==> src/rtl/vpr_pkg.sv <==
package vpr_pkg;

    // Header fields below the two ignored top bits of the 64-bit word.
    typedef struct packed {
        logic        is_cmd;
        logic        sw_ctl;
        logic [3:0]  ver;
        logic [7:0]  target;
        logic [15:0] len;
        logic [31:0] vid;
    } vpr_hdr_t;

    typedef enum logic [2:0] {
        ST_IDLE,
        ST_HDR,
        ST_GRANT,
        ST_PAY,
        ST_TAIL,
        ST_DISC
    } vpr_state_t;

    // Number of 64-bit beats needed for len 32-bit elements.
    function automatic logic [15:0] beats_of(input logic [15:0] len);
        logic [16:0] t;
        t = {1'b0, len} + 17'd1;
        return t[16:1];
    endfunction

    function automatic logic len_legal(input logic [15:0] len, input int unsigned max_len);
        return (len != 16'd0) && (32'(len) <= max_len);
    endfunction

endpackage

==> src/rtl/vpr_ctrl.sv <==
module vpr_ctrl
    import vpr_pkg::*;
#(
    parameter logic [63:0] SYNC_WORD = 64'hA5C3_5A3C_0FF0_96E1,
    parameter int          MAX_LEN   = 1024,
    localparam int         BW        = $clog2(MAX_LEN / 2)
) (
    input  logic          clk,
    input  logic          rst,
    input  logic          in_empty,
    input  logic          in_ack,
    input  logic [63:0]   in_data,
    input  logic [15:0]   new_len,
    input  logic [15:0]   cur_len,
    input  logic          grant,
    output logic          in_req,
    output logic          hdr_load,
    output logic          cl_load,
    output logic          pay_en,
    output logic [BW-1:0] beat_idx,
    output logic          last_beat,
    output logic          hdr_valid,
    output logic          pkt_done,
    output logic          sync_err,
    output logic          len_err
);

    vpr_state_t    st, st_n;
    logic [BW-1:0] beat_n;
    logic          done_n, serr_n, lerr_n;
    logic          rd_phase, xfer, is_sync;

    assign rd_phase  = (st == ST_HDR) || (st == ST_PAY) || (st == ST_TAIL) || (st == ST_DISC);
    assign in_req    = rd_phase && !in_empty;
    assign xfer      = in_req && in_ack;
    assign is_sync   = (in_data == SYNC_WORD);
    assign last_beat = (16'(beat_idx) == (beats_of(cur_len) - 16'd1));
    assign hdr_load  = xfer && (st == ST_HDR);
    assign cl_load   = (st == ST_GRANT) && grant;
    assign pay_en    = xfer && (st == ST_PAY);
    assign hdr_valid = (st == ST_GRANT);

    always_comb begin
        st_n   = st;
        beat_n = beat_idx;
        done_n = 1'b0;
        serr_n = 1'b0;
        lerr_n = 1'b0;
        case (st)
            ST_IDLE: if (!in_empty) st_n = ST_HDR;
            ST_HDR: begin
                if (xfer) begin
                    if (len_legal(new_len, MAX_LEN)) begin
                        st_n = ST_GRANT;
                    end else begin
                        st_n   = ST_DISC;
                        lerr_n = 1'b1;
                    end
                end
            end
            ST_GRANT: begin
                beat_n = '0;
                if (grant) st_n = ST_PAY;
            end
            ST_PAY: begin
                if (xfer) begin
                    if (last_beat) begin
                        st_n   = ST_TAIL;
                        beat_n = '0;
                    end else begin
                        beat_n = beat_idx + 1'b1;
                    end
                end
            end
            ST_TAIL: begin
                if (xfer) begin
                    if (is_sync) begin
                        st_n   = ST_IDLE;
                        done_n = 1'b1;
                    end else begin
                        st_n   = ST_DISC;
                        serr_n = 1'b1;
                    end
                end
            end
            ST_DISC: if (xfer && is_sync) st_n = ST_IDLE;
            default: st_n = ST_IDLE;
        endcase
    end

    always_ff @(posedge clk) begin
        if (rst) begin
            st       <= ST_IDLE;
            beat_idx <= '0;
            pkt_done <= 1'b0;
            sync_err <= 1'b0;
            len_err  <= 1'b0;
        end else begin
            st       <= st_n;
            beat_idx <= beat_n;
            pkt_done <= done_n;
            sync_err <= serr_n;
            len_err  <= lerr_n;
        end
    end

endmodule

==> src/rtl/vpr_hdr_latch.sv <==
module vpr_hdr_latch
    import vpr_pkg::*;
#(
    parameter int  NCL = 4,
    localparam int CLW = $clog2(NCL)
) (
    input  logic           clk,
    input  logic           rst,
    input  logic           hdr_load,
    input  vpr_hdr_t       in_hdr,
    input  logic           cl_load,
    input  logic [CLW-1:0] grant_cluster,
    output logic           hdr_type,
    output logic           hdr_ctl,
    output logic [3:0]     hdr_ver,
    output logic [7:0]     hdr_target,
    output logic [15:0]    hdr_len,
    output logic [31:0]    hdr_vid,
    output logic [CLW-1:0] cur_cluster
);

    always_ff @(posedge clk) begin
        if (rst) begin
            hdr_type    <= 1'b0;
            hdr_ctl     <= 1'b0;
            hdr_ver     <= '0;
            hdr_target  <= '0;
            hdr_len     <= '0;
            hdr_vid     <= '0;
            cur_cluster <= '0;
        end else begin
            if (hdr_load) begin
                hdr_type   <= in_hdr.is_cmd;
                hdr_ctl    <= in_hdr.sw_ctl;
                hdr_ver    <= in_hdr.ver;
                hdr_target <= in_hdr.target;
                hdr_len    <= in_hdr.len;
                hdr_vid    <= in_hdr.vid;
            end
            if (cl_load) cur_cluster <= grant_cluster;
        end
    end

endmodule

==> src/rtl/vpr_steer.sv <==
module vpr_steer #(
    parameter int  NCL = 4,
    parameter int  BW  = 9,
    localparam int CLW = $clog2(NCL)
) (
    input  logic           pay_en,
    input  logic [63:0]    in_data,
    input  logic           last_beat,
    input  logic           odd_len,
    input  logic [CLW-1:0] cur_cluster,
    input  logic [BW-1:0]  beat_idx,
    output logic           wr_en,
    output logic [NCL-1:0] wr_cs,
    output logic [63:0]    wr_data,
    output logic [BW-1:0]  wr_cnt,
    output logic           wr_last
);

    for (genvar i = 0; i < NCL; i++) begin : g_cs
        assign wr_cs[i] = pay_en && (cur_cluster == CLW'(i));
    end

    assign wr_en   = pay_en;
    assign wr_last = pay_en && last_beat;
    assign wr_cnt  = beat_idx;
    assign wr_data = {((last_beat && odd_len) ? 32'd0 : in_data[63:32]), in_data[31:0]};

endmodule

==> src/rtl/vec_pkt_reader.sv <==
module vec_pkt_reader
    import vpr_pkg::*;
#(
    parameter int          NCL       = 4,
    parameter int          MAX_LEN   = 1024,
    parameter logic [63:0] SYNC_WORD = 64'hA5C3_5A3C_0FF0_96E1
) (
    input  logic                         clk,
    input  logic                         rst,
    input  logic [63:0]                  in_data,
    input  logic                         in_empty,
    input  logic                         in_ack,
    output logic                         in_req,
    output logic                         hdr_valid,
    output logic                         hdr_type,
    output logic                         hdr_ctl,
    output logic [3:0]                   hdr_ver,
    output logic [7:0]                   hdr_target,
    output logic [15:0]                  hdr_len,
    output logic [31:0]                  hdr_vid,
    input  logic                         grant,
    input  logic [$clog2(NCL)-1:0]       grant_cluster,
    output logic                         wr_en,
    output logic [NCL-1:0]               wr_cs,
    output logic [63:0]                  wr_data,
    output logic [$clog2(MAX_LEN/2)-1:0] wr_cnt,
    output logic                         wr_last,
    output logic                         pkt_done,
    output logic                         sync_err,
    output logic                         len_err
);

    localparam int CLW = $clog2(NCL);
    localparam int BW  = $clog2(MAX_LEN / 2);

    vpr_hdr_t       in_hdr;
    logic           hdr_load, cl_load, pay_en, last_beat;
    logic [BW-1:0]  beat_idx;
    logic [CLW-1:0] cur_cluster;

    assign in_hdr = vpr_hdr_t'(in_data[61:0]);

    vpr_ctrl #(.SYNC_WORD(SYNC_WORD), .MAX_LEN(MAX_LEN)) ctrl_i (
        .clk       (clk),
        .rst       (rst),
        .in_empty  (in_empty),
        .in_ack    (in_ack),
        .in_data   (in_data),
        .new_len   (in_hdr.len),
        .cur_len   (hdr_len),
        .grant     (grant),
        .in_req    (in_req),
        .hdr_load  (hdr_load),
        .cl_load   (cl_load),
        .pay_en    (pay_en),
        .beat_idx  (beat_idx),
        .last_beat (last_beat),
        .hdr_valid (hdr_valid),
        .pkt_done  (pkt_done),
        .sync_err  (sync_err),
        .len_err   (len_err)
    );

    vpr_hdr_latch #(.NCL(NCL)) hdr_i (
        .clk           (clk),
        .rst           (rst),
        .hdr_load      (hdr_load),
        .in_hdr        (in_hdr),
        .cl_load       (cl_load),
        .grant_cluster (grant_cluster),
        .hdr_type      (hdr_type),
        .hdr_ctl       (hdr_ctl),
        .hdr_ver       (hdr_ver),
        .hdr_target    (hdr_target),
        .hdr_len       (hdr_len),
        .hdr_vid       (hdr_vid),
        .cur_cluster   (cur_cluster)
    );

    vpr_steer #(.NCL(NCL), .BW(BW)) steer_i (
        .pay_en      (pay_en),
        .in_data     (in_data),
        .last_beat   (last_beat),
        .odd_len     (hdr_len[0]),
        .cur_cluster (cur_cluster),
        .beat_idx    (beat_idx),
        .wr_en       (wr_en),
        .wr_cs       (wr_cs),
        .wr_data     (wr_data),
        .wr_cnt      (wr_cnt),
        .wr_last     (wr_last)
    );

endmodule

==> config.mk <==
export PLATFORM = sky130hd
export DESIGN_NAME = vec_pkt_reader
export DESIGN_NICKNAME = d
export VERILOG_FILES = /design/src/rtl/vpr_pkg.sv /design/src/rtl/vpr_ctrl.sv /design/src/rtl/vpr_hdr_latch.sv /design/src/rtl/vpr_steer.sv /design/src/rtl/vec_pkt_reader.sv
export SDC_FILE = /design/constraint.sdc
export NUM_CORES = 1
export LEC_CHECK = 0
export BUFFER_PORTS_ARGS = -buffer_cell sky130_fd_sc_hd__buf_4
export CAP_MARGIN = 20
export CORE_MARGIN = 3
export CORE_UTILIZATION = 51
export DETAILED_ROUTE_END_ITERATION = 8
export PLACE_DENSITY = 0.92
export SETUP_SLACK_MARGIN = 0.4
export SYNTH_ARGS = -nofsm -noshare
export SYNTH_HDL_FRONTEND = slang
export SYNTH_SLANG_ARGS = --single-unit
==> constraint.sdc <==
create_clock -name clk -period 7.8 [get_ports clk]
set_clock_uncertainty 0.05 [all_clocks]
set_input_delay 0.78 -clock clk [delete_from_list [all_inputs] [get_ports clk]]
set_output_delay 0.78 -clock clk [all_outputs]
set_load 0.01 [all_outputs]
==> Word level (Yosys, flattened, before mapping) <==
Cells that the tools add are included.
{ "op_classes": {"eq_ne": 17, "n_addsub": 3, "magnitude_cmp": 1, "n_bitwise": 3, "n_reduce_logical": 25, "muxes": 17} }
{ "op_table": {"columns": ["operator", "count"], "rows": [
  ["64-bit == test, second input constant", 1],
  ["32-bit 2-to-1 mux", 1],
  ["3-bit 2-to-1 mux", 9],
  ["9-bit 2-to-1 mux", 2],
  ["3-bit case mux with 6 select lines", 1],
  ["9-bit case mux with 2 select lines", 1],
  ["16-bit by 1-bit adder with 17-bit output, second input constant", 1],
  ["9-bit by 16-bit == test with 1-bit output", 1],
  ["16-bit by 11-bit <= comparator with 1-bit output, second input constant", 1],
  ["16-bit nonzero test", 1],
  ["16-bit by 1-bit subtractor with 16-bit output, second input constant", 1],
  ["1-bit logical AND", 13],
  ["2-bit by 1-bit != test with 1-bit output, second input constant", 5],
  ["9-bit by 1-bit adder with 9-bit output, second input constant", 1],
  ["7-bit AND reduction", 1],
  ["3-bit by 2-bit == test with 1-bit output, second input constant", 2],
  ["3-bit == test, second input constant", 2],
  ["3-bit OR reduction", 2],
  ["2-bit == test, second input constant", 2],
  ["2-bit != test, second input constant", 2],
  ["3-bit by 1-bit == test with 1-bit output, second input constant", 1],
  ["3-bit zero test", 1],
  ["1-bit logical OR", 3],
  ["1-bit 2-to-1 mux", 3],
  ["other kinds (6)", 8]
]} }
{ "word_totals": {"register_bits": 79, "output_inout_bits": 146, "elab_cells": 78, "in_bits": 71} }

==> Longest topological paths before layout <==
Gate-level depths: netlist (run 1).
{ "logic_depth": {"depth_word": 9, "mapped_depth": 13, "ltp_nobuf": 12} }

==> By module <==
From an unflattened synthesis (run 1), not the netlist that was laid out.
{ "unflattened": {"hier_cells": 569, "area_unflattened_um2": 5078.6} }
{ "modules_own_cells": {"columns": ["module", "area_per_inst_um2", "n_inst", "cells_each", "seq_area_each_um2"], "rows": [
  ["vpr_hdr_latch", 2292.2, 1, 206, 1281.2],
  ["vpr_ctrl", 2163.3, 1, 278, 300.3],
  ["vpr_steer", 623.1, 1, 85, 0.0]
]} }

==> Worst setup path before layout (run 1) <==
OpenSTA, ideal clock, no wires.
{ "synth_timing": {"path_kind": "register to output", "start": "register hdr_i.hdr_len[1]", "end": "output port wr_data[33]", "path_slack_ns": 4.136, "stages_incl_launch_ff": 14, "t_required_ns": 6.970, "arrival_time_ns": 2.834, "path_buffers": 1, "path_cell_list": "dfxtp_1 -> ha_1 -> xnor2_1 -> ha_1 -> nand2b_1 -> mux2i_1 -> o21a_1 -> o21ai_0 -> xnor2_1 -> and4bb_2 -> nand4bb_4 -> nor2_4 -> buf_4 -> nor2b_1"} }
{ "synth_between": {"elab_chain_cells": 5} }
{ "synth_rtl": {"columns": ["item", "line", "rtl"], "rows": [
  ["from (decl)", "vpr_hdr_latch.sv:17", "output logic [15:0] hdr_len,"],
  ["from (signal assigned)", "vpr_hdr_latch.sv:37", "hdr_len <= in_hdr.len;"],
  ["16-bit by 1-bit adder with 17-bit output", "vpr_pkg.sv:25", "t = {1'b0, len} + 17'd1;"],
  ["16-bit by 1-bit subtractor with 16-bit output", "vpr_ctrl.sv:37", "assign last_beat = (16'(beat_idx) == (beats_of(cur_len) - 16'd1));"],
  ["9-bit by 16-bit == test with 1-bit output", "vpr_ctrl.sv:37", null],
  ["1-bit logical AND", "vpr_steer.sv:26", "assign wr_data = {((last_beat && odd_len) ? 32'd0 : in_data[63:32]), in_data[31:0]};"],
  ["32-bit 2-to-1 mux", "vpr_steer.sv:26", null],
  ["to (decl)", "vec_pkt_reader.sv:25", "output logic [63:0] wr_data,"]
]} }
No other way between the ends.

==> Final worst setup path (run 1) <==
{ "layout_timing": {"start": "register hdr_i.hdr_len[0]", "end": "output port wr_data[47]"} }
{ "layout_between": {"elab_chain_cells": 5} }
{ "layout_rtl": {"columns": ["item", "line"], "rows": [
  ["16-bit by 1-bit adder with 17-bit output", "vpr_pkg.sv:25"],
  ["16-bit by 1-bit subtractor with 16-bit output", "vpr_ctrl.sv:37"],
  ["9-bit by 16-bit == test with 1-bit output", "vpr_ctrl.sv:37"],
  ["1-bit logical AND (*)", "vpr_steer.sv:26"],
  ["32-bit 2-to-1 mux (*)", "vpr_steer.sv:26"]
]} }
Mark *: on every way between the ends. The rest lies on a longest branch, timed or not.

==> reports/qor.csv, run 1 <==
stage;metric;value;unit
cts;post-cts resize count;0;
sta;Slew Limit Headroom;48.3;%
routing;Detailed Route WL;15100;um
floorplan;# IOs;217;
cts;htree depth;3;
finish;layout cells sized above 1;32.3;%
cts;Num CTS Buffers;9;
synthesis;EDFF count, synth;0;
routing;Via density;5.62;
synthesis;Distinct cells, synth;65;
synthesis;share of the synthesized area in the top cell type;34.1;%
global_route;largest net degree at the start of global routing;75;
setup_path;Crit Path Max Fanout;32;
floorplan;initial core utilization;52.9;%
finish;most frequent cells in the layout;218 x buf_4, 144 x nand2_1, 79 x dfxtp_1;
sta;Finish-stage setup viols;0;
synthesis;Synth area leader;dfxtp_1;
placed_design;Buffers on Ports;216;
sta;highest achievable clock rate;193;MHz
sta;setup TNS;0;ns
synthesis;ys async rst share;0;%
global_route;vias in the first global route;4651;
cts;Clock Tree Root;clkbuf_8;
synthesis;Mapped Cells;607;
global_route;first-pass GRT wire length;23300;um
power_and_ir_drop;Leak;2.64;nW
sta;Final Max Slew Viols;0;
hold_path;hold crit path type;register to register;
routing;DRC viols;0;
setup_path;cells along the critical path;ha_1 > xnor2_1 > ha_1 > nand2_1 > mux2i_1 > o21a_1 > o22ai_1 > a22oi_1 > and4bb_2 > nand4bb_4 > nor2_4 > nor2b_1 > buf_4;
setup_path;Top delay family on crit path;simple AND/OR/NAND/NOR gates;
routing;ANT nets after route;0;
setup_path;crit path buf inv count;1;
setup_path;Slowest-stage cell, CP;nor2_4;
setup_path;critical path's largest stage delay;0.61;ns
synthesis;sequential share of the synthesized area;34.1;%
finish;most common cell after layout, fill and taps aside;buf_4;
cts;cts-stage hold buffer count;0;
cts;worst-skew pair later-pin latency;0.35;ns
floorplan;DIE WIDTH;101;um
power_and_ir_drop;PwrDens;164;nW/um^2
global_route;GRT Util Overall;28.4;%
floorplan;Cell Rows;34;
synthesis;syn nets;681;
synthesis;Seq cells post-synth;79;
sta;Worst Tran Pin Value;0.776;ns
setup_path;Worst Path Required;6.97;ns
cts;CTS clk-pin slew, worst paths;0.08;ns
cts;Post-CTS Setup Bufs;0;
setup_path;CP endpoint kind;output port;
synthesis;synth top area cells;dfxtp_1 34%, nand2_1 12%, a21oi_1 7.2%, buf_4 6.0%, nor2b_1 4.5%;
routing;via count;4961;
routing;wire per inst;17.1;um
global_route;Remaining Overflow, GRT;0;
power_and_ir_drop;Final Power;0.00102;W
power_and_ir_drop;Worst IR Drop VDD;0.119;mV
synthesis;predominant post-synthesis flop cell;dfxtp_1;
floorplan;core box area;8760;sq um
run_status;status;finished, final reports clean;
finish;area growth from synthesis to layout;34.0;%
placed_design;HPWL after detailed placement;11600;um
routing;Initial DRC Count;285;
setup_path;Crit Path Category;register to output port;
sta;RSZ-0062 raised after global routing;no;
sta;period utilisation layout;66.6;%
sta;crit path time final;5.19;ns
cts;clk sinks;79;
floorplan;DIE HEIGHT;101;um
cts;CTS tree;done;
finish;Final nets;843;
setup_path;crit path DAT;4.36;ns
routing;drt pass-1 iters;5;
synthesis;Ys Warns;0;
setup_path;critical path's most frequent cell;ha_1;
sta;Hold Fails Final Rpt;0;
placed_design;GPL Wtd Cong;0.882;
global_route;initial antenna violation count;0;
run;Max Cap Violations;0;
synthesis;Mapped Area;4640;sq um
cts;Longest Clk Path Bufs;2;
finish;diode count;0;
floorplan;die area;10300;sq um
synthesis;synthesized area per cell;7.64;sq um
setup_path;CP Launch Type;register;
setup_path;worst reg-to-reg setup slack;4.14;ns
synthesized netlist by cell type (all sizes together), types with 10 or more instances:
master,number
nand4,18
a21oi,67
xor2,10
nor3,12
xnor2,17
nor2,26
and3,12
nor4,13
buf,43
nand2,144
nand3,11
dfxtp,79
nor2b,33
clkbuf,24
inv,11
cell type report:
type / count / area [sq um]
Clock inverter: 6 / 68.8
Clock buffer: 10 / 128
Tap cell: 108 / 135
Sequential cell: 79 / 1580
Timing Repair Buffer: 218 / 1640
Inverter: 11 / 41.3
Fill cell: 706 / 2550
Multi-Input combinational cell: 450 / 2620
per-layer routing:
layer / routed length [um] / GRT usage (%) / share of wire, % / vias up
li1: - / - / - / 2383
met1: 5730 / 34.4 / 38 / 2339
met2: 7850 / 49.2 / 52 / 216
met3: 1230 / 7.16 / 8.2 / 23
met4: 272 / 9.20 / 1.8 / 0
met5: 0 / 0 / 0 / -
where the power goes:
part	internal, W	leakage (nW)	switching (W)
Sequential	0.000420	0.637	0.0000236
Combinational	0.000127	1.91	0.000140
Clock	0.000150	0.0968	0.000160
stage by stage:
stage               worst slack (ns)  util [%]  hold WS, ns  cells  cell area (sq um)
finish                          2.61      70.9        0.407    882               6210
global placement                3.23      68.6        0.393    866               6010
detailed placement              3.01      68.6        0.397    866               6010
floorplan                       4.14         -        0.431    607               4640
CTS                             2.62      70.9        0.409    882               6210
global route                    2.29      70.9        0.423    882               6210
registers in the layout, summed over array words and instances, names as in the netlist:
signal             flops
ctrl_i.beat_idx        9
hdr_i.cur_cluster      2
hdr_i.hdr_target       8
hdr_i.hdr_ctl          1
hdr_i.hdr_type         1
hdr_i.hdr_vid         32
ctrl_i.len_err         1
ctrl_i.sync_err        1
ctrl_i.st              3
ctrl_i.pkt_done        1
hdr_i.hdr_len         16
hdr_i.hdr_ver          4
worst paths after layout:
check             cells past startpoint         startpoint            endpoint
setup / recovery                     13   hdr_i.hdr_len[0]         wr_data[47]
hold / removal                        2  hdr_i.hdr_vid[28]   hdr_i.hdr_vid[28]
setup reg to reg                     12   hdr_i.hdr_len[0]  ctrl_i.beat_idx[4]
hold reg to reg                       2  hdr_i.hdr_vid[28]   hdr_i.hdr_vid[28]
worst reg2reg max path: stages, from the launching register on:
cell and delay, ns:
dfxtp_1 0.52, ha_1 0.38, xnor2_1 0.16, ha_1 0.27
nand2_1 0.08, mux2i_1 0.47, o21a_1 0.35, o22ai_1 0.13
a22oi_1 0.27, and4bb_2 0.30, nand4bb_4 0.18, o21ai_2 0.31
nor2_1 0.10
logic make-up after synthesis:
| logic type | count (synthesis) | synth area share (%) |
|---|---|---|
| AO/OA/AOI/OAI | 106 | 14.0 |
| XOR/XNOR | 27 | 5.10 |
| adder cells (fa/ha/maj) | 3 | 0.810 |
| buffers and inverters | 78 | 9.50 |
| flip-flops | 79 | 34.1 |
| multiplexers | 9 | 1.97 |
| AND/OR/NAND/NOR | 305 | 34.5 |
Note: power is estimated with default switching activity, not from simulation.
==> run 2, diff against run 1 <==
--- a/config.mk
+++ b/config.mk
@@ -5,12 +5,13 @@
 export SDC_FILE = /design/constraint.sdc
 export NUM_CORES = 1
 export LEC_CHECK = 0
+export ABC_AREA = 1
 export BUFFER_PORTS_ARGS = -buffer_cell sky130_fd_sc_hd__buf_4
 export CAP_MARGIN = 20
 export CORE_MARGIN = 3
-export CORE_UTILIZATION = 51
+export CORE_UTILIZATION = 44
 export DETAILED_ROUTE_END_ITERATION = 8
-export PLACE_DENSITY = 0.92
+export PLACE_DENSITY = 0.83
 export SETUP_SLACK_MARGIN = 0.4
 export SYNTH_ARGS = -nofsm -noshare
 export SYNTH_HDL_FRONTEND = slang
==> constraint.sdc (replaced) <==
create_clock -name clk -period 4.4 [get_ports clk]
set_clock_uncertainty 0.05 [all_clocks]
set_input_delay 0.44 -clock clk [delete_from_list [all_inputs] [get_ports clk]]
set_output_delay 0.44 -clock clk [all_outputs]
set_load 0.01 [all_outputs]
==> reports/qor.csv, run 2 <==
stage;metric;value;unit;change
run_status;status;finished, final reports clean;;
synthesis;count leader, synth;nand2_1;;
sta;RSZ-0062 raised after global routing;yes;;
placed_design;HPWL after detailed placement;12500;um;+8.1%
sta;Final Max Slew Viols;0;;unchanged
routing;ANT nets after route;0;;unchanged
cts;Longest Clk Path Bufs;2;;unchanged
global_route;initial antenna violation count;0;;unchanged
sta;Min Hold Slack;0.310;ns;-0.0968 ns
synthesis;Mapped Cells;806;;+33%
cts;htree depth;3;;unchanged
synthesis;Mapped Area;4930;sq um;+6.4%
synthesis;synth top area cells;dfxtp_1 32%, nand2_1 16%, nand3_1 8.6%, a21oi_1 8.1%, nor2_1 6.6%;;
finish;top flop regs;hdr_i.hdr_vid x32, hdr_i.hdr_len x16, ctrl_i.beat_idx x9;;
synthesis;sequential share of the synthesized area;32.1;%;-2.1 points
finish;fillcell total;1066;;+51%
sta;Slew Limit Headroom;57.7;%;+9.5 points
global_route;largest net degree at the start of global routing;63;;-16%
placed_design;Buffers on Ports;216;;unchanged
finish;most common cell after layout, fill and taps aside;buf_4;;
global_route;Remaining Overflow, GRT;0;;unchanged
placed_design;GPL Wtd Cong;0.936;;+6.1%
synthesis;Commonest cells post-synth;207 x nand2_1, 87 x nor2_1, 85 x nand3_1;;
setup_path;critical path's largest stage delay;0.46;ns;-0.15 ns
placed_design;Post-DP Area;6380;sq um;+6.1%
cts;clk sinks;79;;unchanged
global_route;GRT Util Overall;25.5;%;-3.0 points
finish;layout cells sized above 1;30.1;%;-2.2 points
floorplan;initial core utilization;45.3;%;-7.6 points
synthesis;Synth area leader;dfxtp_1;;
cts;Clock Tree Root;clkbuf_8;;
power_and_ir_drop;PwrDens;325;nW/um^2;+98%
synthesis;ys async rst share;0;%;unchanged
sta;Finish-stage setup viols;0;;unchanged
finish;diode count;0;;unchanged
finish;Final nets;1050;;+25%
synthesis;predominant post-synthesis flop cell;dfxtp_1;;
global_route;vias in the first global route;5369;;+15%
routing;DRC viols;0;;unchanged
synthesis;Ys Warns;0;;unchanged
synthesis;share of the synthesized area in the top cell type;32.1;%;-2.1 points
setup_path;Slowest-stage cell, CP;dfxtp_2;;
cts;CTS tree;done;;
setup_path;critical path's most frequent cell;nand2_1;;
finish;max FFs per register;32;;unchanged
sta;setup TNS;0;ns;unchanged
setup_path;Crit Path Max Fanout;16;;-50%
global_route;first-pass GRT wire length;26100;um;+12%
synthesis;syn nets;880;;+29%
cts;worst-skew pair later-pin latency;0.36;ns;about the same
finish;most frequent cells in the layout;219 x buf_4, 206 x nand2_1, 86 x nor2_1;;
routing;Detailed Route WL;16400;um;+8.9%
routing;wire per inst;14.7;um;-14%
routing;Via density;5.13;;-8.9%
floorplan;Cell Rows;38;;+12%
floorplan;DIE HEIGHT;112;um;+10%
setup_path;cells along the critical path;ha_1 > nand2_2 > nand2_1 > ha_1 > inv_1 > nor2_1 > nand2_1 > nor2_2 > nand2_1 > o21ai_0 > nand3_2 > nor2_4 > nand3_4 > nand2_1 > inv_2 > buf_4;;
synthesis;Distinct cells, synth;29;;-55%
cts;Num CTS Buffers;9;;unchanged
setup_path;crit path DAT;3.19;ns;-1.17 ns
finish;largest reg by FF count;hdr_i.hdr_vid;;
sta;highest achievable clock rate;271;MHz;
power_and_ir_drop;Leak;3.30;nW;+25%
cts;cts-stage hold buffer count;0;;unchanged
setup_path;Worst Path Required;3.91;ns;-3.06 ns
sta;crit path time final;3.68;ns;
floorplan;DIE WIDTH;112;um;+10%
floorplan;# IOs;217;;unchanged
synthesis;EDFF count, synth;0;;unchanged
setup_path;Crit Path Category;register to output port;;
sta;Worst Tran Pin Value;0.634;ns;-0.142 ns
setup_path;CP Launch Type;register;;
routing;via count;5746;;+16%
routing;Initial DRC Count;397;;+39%
power_and_ir_drop;Worst IR Drop VDD;0.221;mV;+86%
placed_design;DP Worst Slack;1.04;ns;-1.97 ns
sta;period utilisation layout;83.7;%;
synthesis;synthesized area per cell;6.12;sq um;-20%
run;Max Cap Violations;0;;unchanged
routing;drt pass-1 iters;6;;+1
cts;CTS clk-pin slew, worst paths;0.09;ns;about the same
setup_path;CP endpoint kind;output port;;
floorplan;core box area;10900;sq um;+24%
floorplan;die area;12500;sq um;+22%
sta;worst setup margin;0.716;ns;-1.89 ns
finish;area growth from synthesis to layout;33.9;%;about the same
sta;Hold Fails Final Rpt;0;;unchanged
finish;Finished Cell Area;6600;sq um;+6.3%
synthesis;Seq cells post-synth;79;;unchanged
hold_path;hold crit path type;input port to register;;
-- run 2: changes by cell type after synthesis, sizes merged, moves of 14 or more --
cell   previous run  this run
a21oi            67        81
inv              11       115
nand2           144       217
nand3            11        88
nor2             26        97
nor2b            33         0
o21ai             7        29
xnor2            17         0
-- run 2: final cells by class --
type / instances / area [sq um] / area share, %
Clock buffer: 9 / 124 / 1.88
Clock inverter: 7 / 80.1 / 1.21
Inverter: 116 / 435 / 6.59
Multi-Input combinational cell: 551 / 2560 / 38.8
Sequential cell: 79 / 1580 / 24.0
Tap cell: 140 / 175 / 2.65
Timing Repair Buffer: 219 / 1640 / 24.9
-- run 2: worst max-delay path, delay by kind of cell, from the launching register on --
family / cells / cell delay, ns
buffers and inverters: 3 / 0.21
AO/OA/AOI/OAI: 1 / 0.21
adder cells (fa/ha/maj): 2 / 0.44
flip-flops: 1 / 0.46
AND/OR/NAND/NOR: 10 / 1.50
-- run 2: cell families after synthesis --
family	after synthesis	share of synthesized area (%)
AND/OR/NAND/NOR	433	38.8
buffers and inverters	177	16.4
AO/OA/AOI/OAI	112	11.5
adder cells (fa/ha/maj)	3	0.761
flip-flops	79	32.1
XOR/XNOR	2	0.355
-- run 2: report_power, final --
group          internal [W]  switching (W)
combinational      0.000287       0.000471
clock              0.000270       0.000303
sequential         0.000762      0.0000566
total               0.00132       0.000830
-- run 2: repair_timing --
item,CTS,global route
gates resized for setup,0,2
setup buffers,0,0
setup endpoints to repair,0,32
-- run 2: metrics by stage --
step,utilization (%),power (W),cells
3_3_place_gp,58.6,0.00157,1104
6_report,60.7,0.00215,1121
5_1_grt,60.7,0.00229,1121
4_1_cts,60.5,0.00216,1120
2_1_floorplan,-,0.00131,806
3_5_place_dp,58.6,0.00158,1104
-- run 2: routing by layer --
metal	share of wire (%)	up-vias	global-route usage (%)
li1	-	2864	-
met1	38	2634	28.1
met2	51	227	45.0
met5	0	-	0
met3	9.6	21	9.24
met4	1.8	0	8.76
-- run 2: path summary, 6_finish.rpt --
path | slack (ns) | cells after the start | endpoint | startpoint
hold reg to reg | 0.42 | 2 | hdr_i.hdr_vid[27] | hdr_i.hdr_vid[27]
hold / removal | 0.31 | 3 | hdr_i.hdr_target[3] | in_data[51]
setup reg to reg | 1.32 | 9 | hdr_i.hdr_vid[10] | ctrl_i.st[0]
setup / recovery | 0.72 | 16 | wr_data[45] | hdr_i.hdr_len[0]
==> run 3, diff against run 2 <==
==> constraint.sdc (replaced) <==
create_clock -name clk -period 3.1 [get_ports clk]
set_clock_uncertainty 0.05 [all_clocks]
set_input_delay 0.31 -clock clk [delete_from_list [all_inputs] [get_ports clk]]
set_output_delay 0.31 -clock clk [all_outputs]
set_load 0.01 [all_outputs]
==> reports/qor.csv, run 3 (synthesis gave the netlist of run 2 again) <==
stage;metric;value;unit;change
cts;CTS tree;done;;
routing;wire per inst;15.6;um;+6.2%
routing;Detailed Route WL;17800;um;+8.4%
hold_path;hold crit path type;input port to register;;
finish;Layout Cells excl Fill;1145;;+2.1%
setup_path;Worst Path Required;2.74;ns;-1.17 ns
global_route;first-pass GRT wire length;27700;um;+6.1%
setup_path;CP Launch Type;register;;
finish;final core occ;66.3;%;+5.7 points
sta;period utilisation layout;104;%;
routing;Routed met1 length;6590;um;+5.7%
run_status;violated checks;setup timing;;
routing;ANT nets after route;0;;unchanged
cts;htree depth;3;;unchanged
cts;Clock Tree Root;clkbuf_8;;
finish;most common cell after layout, fill and taps aside;buf_4;;
floorplan;DIE HEIGHT;112;um;unchanged
cts;Longest Clk Path Bufs;2;;unchanged
floorplan;die area;12500;sq um;unchanged
setup_path;Crit Path Category;register to output port;;
sta;worst setup margin;-0.127;ns;-0.843 ns
finish;max FFs per register;32;;unchanged
routing;DR top layer;met4;;
setup_path;crit path DAT;2.87;ns;-0.32 ns
finish;fillcell total;933;;-12%
sta;Finish-stage setup viols;33;;+33
power_and_ir_drop;PwrDens;450;nW/um^2;+38%
floorplan;core box area;10900;sq um;unchanged
finish;Final nets;1074;;+2.3%
routing;met3 WL post-DR;1350;um;-14%
routing;drt pass-1 iters;5;;-1
placed_design;dpl cells;1108;;+0.36%
setup_path;CP endpoint kind;output port;;
floorplan;initial core utilization;45.3;%;unchanged
sta;Final Max Slew Viols;0;;unchanged
global_route;Remaining Overflow, GRT;0;;unchanged
sta;RSZ-0062 raised after global routing;yes;;
cts;Num CTS Buffers;9;;unchanged
sta;Hold Fails Final Rpt;0;;unchanged
floorplan;DIE WIDTH;112;um;unchanged
sta;crit path time final;3.23;ns;
sta;Slew Limit Headroom;56.2;%;-1.6 points
finish;diode count;0;;unchanged
cts;CTS clk-pin slew, worst paths;0.09;ns;about the same
sta;highest achievable clock rate;310;MHz;
finish;most frequent cells in the layout;203 x buf_4, 161 x nand2_1, 81 x nand3_1;;
finish;area growth from synthesis to layout;46.4;%;
routing;via count;5957;;+3.7%
finish;largest reg by FF count;hdr_i.hdr_vid;;
setup_path;Crit Path Max Fanout;8;;-8
global_route;vias in the first global route;5676;;+5.7%
power_and_ir_drop;Final Power;0.00325;W;+51%
routing;Initial DRC Count;395;;-0.50%
placed_design;GPL Wtd Cong;0.958;;+2.3%
run_status;status;complete, but fails checks;;
global_route;GRT Util Overall;27.3;%;+1.8 points
cts;worst-skew pair later-pin latency;0.38;ns;+0.02 ns
placed_design;HPWL after detailed placement;12600;um;+1.0%
finish;layout cells sized above 1;39.0;%;+8.9 points
routing;Via density;5.20;;+1.5%
global_route;largest net degree at the start of global routing;58;;-7.9%
finish;top flop regs;hdr_i.hdr_vid x32, hdr_i.hdr_len x16, ctrl_i.beat_idx x9;;
routing;met2 WL;9430;um;+13%
floorplan;# IOs;217;;unchanged
routing;DRC viols;0;;unchanged
cts;clk sinks;79;;unchanged
run;Max Cap Violations;0;;unchanged
floorplan;Cell Rows;38;;unchanged
sta;Worst Tran Pin Value;0.658;ns;+0.0236 ns
placed_design;Buffers on Ports;216;;unchanged
power_and_ir_drop;Worst IR Drop VDD;0.441;mV;+99%
power_and_ir_drop;Leak;3.52;nW;+6.7%
global_route;initial antenna violation count;0;;unchanged
cts;cts-stage hold buffer count;0;;unchanged
[run 3: changes by cell type in the layout (fill, tap and decap cells not counted), moves of 4 or more]
| cell | previous run | this run |
|---|---|---|
| dfxtp_2 | 1 | 8 |
| dfxtp_1 | 78 | 69 |
| nand2_4 | 0 | 4 |
| inv_1 | 83 | 79 |
| nor2_1 | 86 | 80 |
| nand3_1 | 85 | 81 |
| buf_4 | 219 | 203 |
| nand2_1 | 206 | 161 |
| buf_6 | 0 | 35 |
| nand2_2 | 11 | 52 |
| inv_2 | 32 | 36 |
[run 3: cell type report]
type | instances | area (sq um) | share of cell area [%]
Tap cell | 140 | 175 | 2.43
Sequential cell | 79 | 1600 | 22.1
Multi-Input combinational cell | 553 | 2830 | 39.1
Clock buffer | 10 | 138 | 1.91
Clock inverter | 6 | 76.3 | 1.06
Inverter | 116 | 435 | 6.03
Timing Repair Buffer | 241 | 1970 | 27.3
[run 3: per-layer routing]
metal  global-route usage, %  vias up
li1                        -     2918
met2                    49.8      218
met4                    10.5        0
met3                    8.04       34
met5                       0        -
met1                    29.6     2787
[run 3: path summary, 6_finish.rpt]
check               startpoint  depth (start not counted)  slack (ns)                    to
max reg2reg   hdr_i.hdr_len[0]                         19        0.35    ctrl_i.beat_idx[4]
min           grant_cluster[1]                          3        0.16  hdr_i.cur_cluster[1]
min reg2reg  hdr_i.hdr_vid[29]                          2        0.42     hdr_i.hdr_vid[29]
max           hdr_i.hdr_len[0]                         17       -0.13           wr_data[53]
[run 3: metrics by stage]
stage               worst slack [ns]  cell area, sq um  setup TNS (ns)  hold slack, ns
detailed placement           -0.0106              6430         -0.0186           0.404
floorplan                      0.400              4940               0           0.428
finish                        -0.127              7220           -3.32           0.160
global placement              0.0622              6430               0           0.399
global route                  -0.323              7220           -9.46           0.162
CTS                          -0.0379              7110          -0.528           0.145
[run 3: critical path, cell delays in order (launching register included)]
cell and delay [ns]:
dfxtp_4 0.38, buf_8 0.11, inv_1 0.08, nor2_4 0.21, buf_4 0.15, nand4_1 0.13
nand2_2 0.13, nand2_2 0.08, nor2_4 0.18, nand2_1 0.08, nand2_1 0.10, nand3_2 0.10
nor2_4 0.14, buf_12 0.14, nand3_4 0.17, nand2_1 0.13, inv_2 0.03, buf_4 0.13
[run 3: power breakdown]
part | switching (W) | internal [W] | leakage (nW)
sequential | 0.0000785 | 0.00108 | 0.644
combinational | 0.000743 | 0.000492 | 2.77
clock | 0.000444 | 0.000408 | 0.109
total | 0.00127 | 0.00198 | 3.52
[run 3: repair_timing]
action | in CTS | in global routing
setup endpoints to repair | 33 | 46
cloned | 3 | 0
gates resized for setup | 103 | 25
setup buffers | 13 | 5
pin swaps | 54 | 44
